$ cat src/rtl/fuse_seq_pkg.sv
package fuse_seq_pkg;
    typedef enum logic [1:0] {
        ST_IDLE = 2'd0,
        ST_SCAN = 2'd1,
        ST_BURN = 2'd2
    } seq_state_e;

    localparam logic [7:0] FUSE_BASE  = 8'h10;
    localparam logic [7:0] CTRL_ADDR  = 8'h76;
    localparam logic [7:0] STAT_ADDR  = 8'h77;
    localparam int         BIAS_BYTE  = 4;
    localparam int         BIAS_WIDTH = 4;
endpackage

$ cat src/rtl/fuse_shadow_ram.sv
module fuse_shadow_ram #(
    parameter int NBYTES = 16,
    localparam int SW    = $clog2(NBYTES)
) (
    input  logic                  clk,
    input  logic                  rst_n,
    input  logic                  wr_en,
    input  logic [SW-1:0]         wr_sel,
    input  logic [7:0]            wdata,
    output logic [NBYTES*8-1:0]   shadow_bits
);
    logic [NBYTES-1:0][7:0] mem_d, mem_q;

    always_comb begin
        mem_d = mem_q;
        if (wr_en) mem_d[wr_sel] = wdata;
    end

    always_ff @(posedge clk or negedge rst_n) begin
        if (!rst_n) mem_q <= '0;
        else        mem_q <= mem_d;
    end

    assign shadow_bits = mem_q;
endmodule

$ cat src/rtl/fuse_array_model.sv
module fuse_array_model #(
    parameter int NBITS = 128,
    localparam int IW   = $clog2(NBITS)
) (
    input  logic             clk,
    input  logic             rst_n,
    input  logic             burn_commit,
    input  logic [IW-1:0]    burn_idx,
    output logic [NBITS-1:0] fuse_bits
);
    logic [NBITS-1:0] fuse_d, fuse_q;

    for (genvar b = 0; b < NBITS; b++) begin : g_fuse
        always_comb fuse_d[b] = fuse_q[b] | (burn_commit && (burn_idx == IW'(b)));
    end

    always_ff @(posedge clk or negedge rst_n) begin
        if (!rst_n) fuse_q <= '0;
        else        fuse_q <= fuse_d;
    end

    assign fuse_bits = fuse_q;
endmodule

$ cat src/rtl/fuse_seq_ctrl.sv
module fuse_seq_ctrl
    import fuse_seq_pkg::*;
#(
    parameter int NBITS        = 128,
    parameter int PULSE_CYCLES = 50,
    localparam int IW          = $clog2(NBITS),
    localparam int CW          = $clog2(PULSE_CYCLES + 1)
) (
    input  logic             clk,
    input  logic             rst_n,
    input  logic             start,
    input  logic [NBITS-1:0] shadow_bits,
    input  logic             vprog_ok,
    input  logic [7:0]       test_code,
    input  logic             bias_zero,
    output logic             busy,
    output logic             burn_pulse,
    output logic             burn_commit,
    output logic [IW-1:0]    burn_idx,
    output logic             stat_ok,
    output logic             stat_err
);
    localparam logic [IW-1:0] LAST_IDX = IW'(NBITS - 1);
    localparam logic [CW-1:0] END_CNT  = CW'(PULSE_CYCLES - 1);

    typedef struct packed {
        seq_state_e    st;
        logic [IW-1:0] idx;
        logic [CW-1:0] cnt;
        logic          ok;
        logic          err;
    } ctrl_t;

    ctrl_t s_d, s_q;
    logic  commit_d;

    always_comb begin
        s_d      = s_q;
        commit_d = 1'b0;
        case (s_q.st)
            ST_IDLE: begin
                if (start) begin
                    s_d.ok  = 1'b0;
                    s_d.err = 1'b0;
                    if ((test_code != 8'h00) || !bias_zero) begin
                        s_d.err = 1'b1;
                    end else if (vprog_ok) begin
                        s_d.st  = ST_SCAN;
                        s_d.idx = '0;
                    end
                end
            end
            ST_SCAN: begin
                if (shadow_bits[s_q.idx]) begin
                    s_d.st  = ST_BURN;
                    s_d.cnt = '0;
                end else if (s_q.idx == LAST_IDX) begin
                    s_d.st = ST_IDLE;
                    s_d.ok = 1'b1;
                end else begin
                    s_d.idx = s_q.idx + 1'b1;
                end
            end
            ST_BURN: begin
                if (!vprog_ok) begin
                    s_d.st  = ST_IDLE;
                    s_d.err = 1'b1;
                end else if (s_q.cnt == END_CNT) begin
                    commit_d = 1'b1;
                    if (s_q.idx == LAST_IDX) begin
                        s_d.st = ST_IDLE;
                        s_d.ok = 1'b1;
                    end else begin
                        s_d.st  = ST_SCAN;
                        s_d.idx = s_q.idx + 1'b1;
                    end
                end else begin
                    s_d.cnt = s_q.cnt + 1'b1;
                end
            end
            default: s_d.st = ST_IDLE;
        endcase
    end

    always_ff @(posedge clk or negedge rst_n) begin
        if (!rst_n) s_q <= '{st: ST_IDLE, idx: '0, cnt: '0, ok: 1'b0, err: 1'b0};
        else        s_q <= s_d;
    end

    assign busy        = (s_q.st != ST_IDLE);
    assign burn_pulse  = (s_q.st == ST_BURN);
    assign burn_commit = commit_d;
    assign burn_idx    = s_q.idx;
    assign stat_ok     = s_q.ok;
    assign stat_err    = s_q.err;
endmodule

$ cat src/rtl/fuse_burn_seq.sv
module fuse_burn_seq
    import fuse_seq_pkg::*;
#(
    parameter int NBYTES       = 16,
    parameter int PULSE_CYCLES = 50,
    localparam int NBITS       = NBYTES * 8,
    localparam int IW          = $clog2(NBITS),
    localparam int SW          = $clog2(NBYTES)
) (
    input  logic          clk,
    input  logic          rst_n,
    input  logic [7:0]    reg_addr,
    input  logic          reg_wr,
    input  logic [7:0]    reg_wdata,
    output logic [7:0]    reg_rdata,
    input  logic          vprog_ok,
    input  logic [7:0]    test_code,
    output logic          busy,
    output logic          burn_pulse,
    output logic [IW-1:0] burn_bit
);
    logic [NBITS-1:0] shadow_bits;
    logic [NBITS-1:0] fuse_bits;
    logic             burn_commit;
    logic             stat_ok, stat_err;
    logic             in_shadow, in_fuse;
    logic [7:0]       fuse_off;
    logic             shadow_we, start_req, bias_zero;

    assign fuse_off  = reg_addr - FUSE_BASE;
    assign in_shadow = (reg_addr < 8'(NBYTES));
    assign in_fuse   = (fuse_off < 8'(NBYTES));
    assign shadow_we = reg_wr && in_shadow && !busy;
    assign start_req = reg_wr && (reg_addr == CTRL_ADDR) && reg_wdata[0] && !busy;
    assign bias_zero = (shadow_bits[BIAS_BYTE*8 +: BIAS_WIDTH] == '0);

    fuse_shadow_ram #(.NBYTES(NBYTES)) shadow_i (
        .clk         (clk),
        .rst_n       (rst_n),
        .wr_en       (shadow_we),
        .wr_sel      (reg_addr[SW-1:0]),
        .wdata       (reg_wdata),
        .shadow_bits (shadow_bits)
    );

    fuse_seq_ctrl #(.NBITS(NBITS), .PULSE_CYCLES(PULSE_CYCLES)) ctrl_i (
        .clk         (clk),
        .rst_n       (rst_n),
        .start       (start_req),
        .shadow_bits (shadow_bits),
        .vprog_ok    (vprog_ok),
        .test_code   (test_code),
        .bias_zero   (bias_zero),
        .busy        (busy),
        .burn_pulse  (burn_pulse),
        .burn_commit (burn_commit),
        .burn_idx    (burn_bit),
        .stat_ok     (stat_ok),
        .stat_err    (stat_err)
    );

    fuse_array_model #(.NBITS(NBITS)) fuse_i (
        .clk         (clk),
        .rst_n       (rst_n),
        .burn_commit (burn_commit),
        .burn_idx    (burn_bit),
        .fuse_bits   (fuse_bits)
    );

    always_comb begin
        reg_rdata = 8'h00;
        if (in_shadow)                   reg_rdata = shadow_bits[reg_addr[SW-1:0]*8 +: 8];
        else if (in_fuse)                reg_rdata = fuse_bits[fuse_off[SW-1:0]*8 +: 8];
        else if (reg_addr == CTRL_ADDR)  reg_rdata = {7'b0, busy};
        else if (reg_addr == STAT_ADDR)  reg_rdata = {stat_err, 6'b0, stat_ok};
    end
endmodule

$ cat config.mk
export PLATFORM = sky130hd
export DESIGN_NAME = fuse_burn_seq
export DESIGN_NICKNAME = d
export VERILOG_FILES = /design/src/rtl/fuse_seq_pkg.sv /design/src/rtl/fuse_shadow_ram.sv /design/src/rtl/fuse_array_model.sv /design/src/rtl/fuse_seq_ctrl.sv /design/src/rtl/fuse_burn_seq.sv
export SDC_FILE = /design/constraint.sdc
export NUM_CORES = 1
export LEC_CHECK = 0
export BUFFER_PORTS_ARGS = -buffer_cell sky130_fd_sc_hd__buf_4
export CAP_MARGIN = 15
export CELL_PAD_IN_SITES_DETAIL_PLACEMENT = 0
export CELL_PAD_IN_SITES_GLOBAL_PLACEMENT = 1
export CORE_MARGIN = 2
export CORE_UTILIZATION = 45
export DETAILED_ROUTE_END_ITERATION = 6
export GPL_ROUTABILITY_DRIVEN = 1
export PLACE_DENSITY = 0.69
export REMOVE_ABC_BUFFERS = 1
export SYNTH_ARGS = -nofsm -noshare
export SYNTH_HDL_FRONTEND = slang
export SYNTH_SLANG_ARGS = --single-unit
$ cat constraint.sdc
create_clock -name clk -period 6.9 [get_ports clk]
set_clock_uncertainty 0.15 [all_clocks]
set_input_delay 0.69 -clock clk [delete_from_list [all_inputs] [get_ports clk]]
set_output_delay 0.69 -clock clk [all_outputs]
set_load 0.05 [all_outputs]
Word level (Yosys, flattened, before mapping)
Index checks and enable logic that the tools add are counted.
{"block": "classes", "n_addsub": 3, "magnitude_cmp": 5, "n_eq_ne": 143, "n_shift": 2, "muxes": 36, "bitwise": 128, "n_reduce_logical": 150}
{"operator": "7-bit equality test (second input constant)", "n": 64}
{"operator": "128-bit by 8-bit indexed part select with 8-bit output", "n": 2}
{"operator": "7-bit by 6-bit equality test with 1-bit output (second input constant)", "n": 32}
{"operator": "1-bit logical AND", "n": 134}
{"operator": "128-bit bitwise mux", "n": 1}
{"operator": "1-bit OR", "n": 128}
{"operator": "7-bit by 5-bit equality test with 1-bit output (second input constant)", "n": 16}
{"operator": "7-bit by 4-bit equality test with 1-bit output (second input constant)", "n": 8}
{"operator": "8-bit 2-to-1 mux", "n": 5}
{"operator": "9-bit 2-to-1 mux", "n": 4}
{"operator": "8-bit demux with 4-bit select", "n": 1}
{"operator": "7-bit by 3-bit equality test with 1-bit output (second input constant)", "n": 4}
{"operator": "7-bit case mux with 3 select lines", "n": 1}
{"operator": "8-bit by 7-bit equality test with 1-bit output (second input constant)", "n": 2}
{"operator": "8-bit by 5-bit < comparator with 1-bit output (second input constant)", "n": 2}
{"operator": "7-bit by 2-bit equality test with 1-bit output (second input constant)", "n": 2}
{"operator": "14-bit 2-to-1 mux", "n": 1}
{"operator": "7-bit 2-to-1 mux", "n": 2}
{"operator": "6-bit 2-to-1 mux", "n": 2}
{"operator": "2-bit inequality test (second input constant)", "n": 6}
{"operator": "6-bit case mux with 2 select lines", "n": 1}
{"operator": "1-bit 2-to-1 mux", "n": 10}
{"operator": "5-bit AND reduction", "n": 2}
{"operator": "7-bit by 8-bit < comparator with 1-bit output (second input constant)", "n": 1}
{"operator": "other kinds (28)", "n": 36}
{"block": "word_totals", "register_bits": 273, "in_bits": 28, "out_inout_bits": 17, "elab_cells": 489}

Depth between registers and ports, before layout
{"block": "logic_depth", "depth_word": 6, "mapped_depth": 10, "mapped_depth_nobuf": 8}

Hierarchy
Synthesis repeated with hierarchy kept, for this count alone.
{"block": "hier_totals", "cells_unflattened": 1047, "area_unflattened_um2": 14351.3}
{"mod": "fuse_array_model", "instances": 1, "cells_each": 334, "area_per_inst_um2": 4888.4, "seq_area_each_um2": 3203.1}
{"mod": "fuse_shadow_ram", "instances": 1, "cells_each": 293, "area_per_inst_um2": 4844.6, "seq_area_each_um2": 3203.1}
{"mod": "fuse_seq_ctrl", "instances": 1, "cells_each": 253, "area_per_inst_um2": 2396.0, "seq_area_each_um2": 425.4}
{"mod": "fuse_burn_seq", "instances": 1, "cells_each": 167, "area_per_inst_um2": 2222.1, "seq_area_each_um2": 0.0}

Worst setup path after synthesis
No wires, ideal clock.
{"block": "synth_path", "kind": "input-to-output", "start": "input port reg_addr[0]", "end": "output port reg_rdata[0]", "arrival_time_ps": 2940, "required_ps": 6060, "path_slack_ps": 3120, "stages": 6, "n_path_buf": 2, "cell_sequence": "clkbuf_1 > buf_1 > mux4_2 > mux4_2 > mux2i_1 > o22ai_1"}
{"block": "synth_via", "elab_chain_len": 5, "elab_cells_between_ends": 11, "cone_classes": "add/sub (1); order compare (2); eq/ne (2); shift (2); mux (4)"}
{"item": "start, declared", "line": "fuse_burn_seq.sv:12", "text": "input logic [7:0] reg_addr,"}
{"item": "parallel branches: the longest is 4 deep, another holds 8-bit by 5-bit subtractor with 8-bit output"}
{"item": "8-bit 2-to-1 mux *", "line": "fuse_burn_seq.sv:72", "text": "if (in_shadow) reg_rdata = shadow_bits[reg_addr[SW-1:0]*8 +: 8];"}
{"item": "end, declared", "line": "fuse_burn_seq.sv:15", "text": "output logic [7:0] reg_rdata,"}
Every way passes the cells marked *.

Final worst setup path
{"block": "layout_path", "start": "input port reg_addr[0]", "end": "output port reg_rdata[7]"}
The elaborated chain is that of the path after synthesis.

==> results.cfg <==
[power_and_ir_drop]
p_leak_nw = 6.82
combPwrFrac_pct = 16.8
ir_drop_mv = 0.229
clkPwrFrac_pct = 40.8
power_density_mw_per_mm2 = 270
switching_power_w = 0.00118
seqPwrFrac_pct = 42.5
p_sw_share_pct = 28.5
internal_power_w = 0.00296
power_w = 0.00413

[floorplanning]
core_mm2 = 0.0297
fp-row-count = 63
die_w_um = 178
die_y_um = 178
ioPinCount = 45
die_area_mm2 = 0.0317
start_util_pct = 45.9

[clock_network]
clk_pin_slew_worst_paths_ns = 0.06
cts-resized-gates = 0
max-clock-path-buffers = 3
cts.sinks = 273
post_cts.repair.setup_buffers = 0
cts_tree = built
ctsHoldBuffers = 0
insertion_delay_ns = 0.56
htree_levels = 1
cts_buffers = 30
cts-root-buf = clkbuf_16

[synth]
ys_top_cells_by_count = dfrtp_1, mux2_2, o21bai_1, mux4_2, mux2i_1
syn-cell-area_mm2 = 0.0136
synth_most_common_cell = dfrtp_1
synth_area_leaders = dfrtp_1, mux4_2, mux2_2
synthFlopType = dfrtp_1
synth_top_area_cell = dfrtp_1
ys_types = 58
syn_inst = 978
async_flop_share_pct = 100
ys_seq_elements = 273
yosysWarnings = 0
synth_edf_count = 0
synth_top_area_share_pct = 50.1
avgSynthCellArea_um2 = 14.0
seq_area_frac_synth_pct = 50.1

[hold_path]
hp-class = in2async

[placement]
dp_hpwl_mm = 23.9
post_dp_cell_area_mm2 = 0.0142
port_buffers = 44
routabilityCongestion = 0.848

[drt]
drt_iter0_markers = 606
vias = 8600
vias_per_cell = 6.11
dr.pass1.iters = 5
wl_per_cell_um = 25.2
ant_nets = 0
drc_errors = 0
wl_mm = 35.5

[setup_path]
path_max_fanout = 46
worstRegToRegCells = 8
cp.required_ns = 6.06
crit_path_end_kind = output port
reg2reg_to = ctrl_i.s_q[2]
cp.arrival_ns = 3.75
regToRegStartpoint = ctrl_i.burn_idx[0]
rrSetupSlack_ns = 2.81
path_class = in2out
startpoint_type = primary input

[sta]
grt_setup_unrepaired = false
slew_headroom_pct = 25.9
setup_viol = 0
hold_viol = 1
hold_slack_ns = -0.000135
fin_crit_ns = 4.59
drv_slew = 0
period_share_pct = 66.5
tightestPinTransition_ns = 1.11
tns_ns = 0
max_freq_ghz = 0.218

[final_layout]
num-fill-cells = 2510
syn2layout_area_growth_pct = 12.1
drive_gt1_share_pct = 34.1
final_area_mm2 = 0.0153
diodes = 0
nets = 1032

[global_routing]
grt_pass1_vias = 9009
antenna_found_initial = 0
grt_pass1_wl_mm = 56.1
grt_max_degree = 113
grt-ovfl-total = 0
gr-usage-all-layers_pct = 23.3

[status]
failed_checks = negative hold slack
status = complete, but fails checks

[run]
maxCapViolations = 0
==> stage by stage <==
| stage | hold slack [ns] | utilization, % | setup slack [ns] | instances |
|---|---|---|---|---|
| 6_report | -0.000135 | 51.5 | 2.31 | 1408 |
| 5_1_grt | 0.0793 | 51.5 | 2.11 | 1408 |
| 4_1_cts | 0.0750 | 51.5 | 2.27 | 1408 |
| 3_5_place_dp | 0.307 | 47.9 | 2.27 | 1352 |
| 3_3_place_gp | 0.302 | 47.9 | 2.32 | 1352 |
| 2_1_floorplan | 0.244 | - | 2.73 | 909 |
==> cells by family after synthesis <==
kind of cell,after synthesis,share of synthesized area (%)
mux,272,30.0
simple gates,140,5.51
flops,273,50.1
fa+ha+maj,10,0.917
buf+inv,88,2.82
compound gates,195,10.7
==> state kept, by name (all words and copies together), names as in the netlist <==
register / count
fuse_i.fuse_bits: 128
ctrl_i.stat_ok: 1
ctrl_i.s_q: 8
ctrl_i.stat_err: 1
ctrl_i.burn_idx: 7
shadow_i.shadow_bits: 128
==> layout by cell type, fill, tap and decap left out, drive strengths merged, types with 3 or more instances in the layout <==
| cell | n |
|---|---|
| a31oi | 8 |
| a22oi | 7 |
| ha | 10 |
| nand4 | 3 |
| and2 | 4 |
| o21bai | 128 |
| o21ai | 6 |
| nand3 | 36 |
| a211o | 4 |
| bufinv | 3 |
| a21oi | 7 |
| nor4 | 5 |
| nand2b | 5 |
| a2111oi | 8 |
| mux2i | 43 |
| or3 | 5 |
| and3 | 3 |
| buf | 53 |
| inv | 18 |
| nor2 | 22 |
| a2bb2oi | 5 |
| nand2 | 36 |
| nor3 | 5 |
| mux2 | 133 |
| dfrtp | 273 |
| clkbuf | 45 |
| o22ai | 3 |
| clkinv | 7 |
| mux4 | 96 |
| nor2b | 8 |
==> worst max path at each step <==
stage | startpoint | to | slack (ns) | cells after the start
final | reg_addr[0] | reg_rdata[7] | 2.31 | 7
after CTS | reg_addr[0] | reg_rdata[7] | 2.27 | 7
after global placement | reg_addr[0] | reg_rdata[7] | 2.32 | 7
after floorplan | ctrl_i.burn_idx[1] | ctrl_i.s_q[16] | 2.73 | 7
after detailed placement | reg_addr[0] | reg_rdata[7] | 2.27 | 7
after global routing | reg_addr[0] | reg_rdata[7] | 2.11 | 7
==> layer usage <==
metal	GRT usage [%]	vias to the layer above	wire, µm	share of wire (%)
met3	2.41	60	1130	3.2
li1	-	3776	-	-
met2	37.6	182	17100	48
met5	0	-	0	0
met4	6.59	0	1040	2.9
met1	33.7	4582	16200	46
==> power by group through the flow <==
stage                     Sequential (W)  Clock [W]  Combinational (W)
after floorplan                  0.00179          0           0.000402
after global placement           0.00178          0           0.000693
after detailed placement         0.00178          0           0.000696
after CTS                        0.00175    0.00173           0.000698
after global routing             0.00176    0.00179           0.000748
final                            0.00176    0.00169           0.000693
==> layout make-up <==
class / instances / area [µm²] / area share (%)
flip-flops and latches: 273 / 6830 / 44.6
multi-input cells: 617 / 6430 / 42.0
clock buffers: 45 / 917 / 5.99
well taps: 390 / 488 / 3.19
repair buffers: 53 / 418 / 2.73
clock inverters: 11 / 146 / 0.956
inverters: 19 / 71.3 / 0.466
==> critical path, cell delays in order <==
cell     delay (ns)
buf_4          0.64
buf_4          0.59
mux4_2         0.59
mux4_2         0.51
mux2i_1        0.26
o22ai_1        0.15
buf_4          0.22
Power figures use the tool's default switching activity.
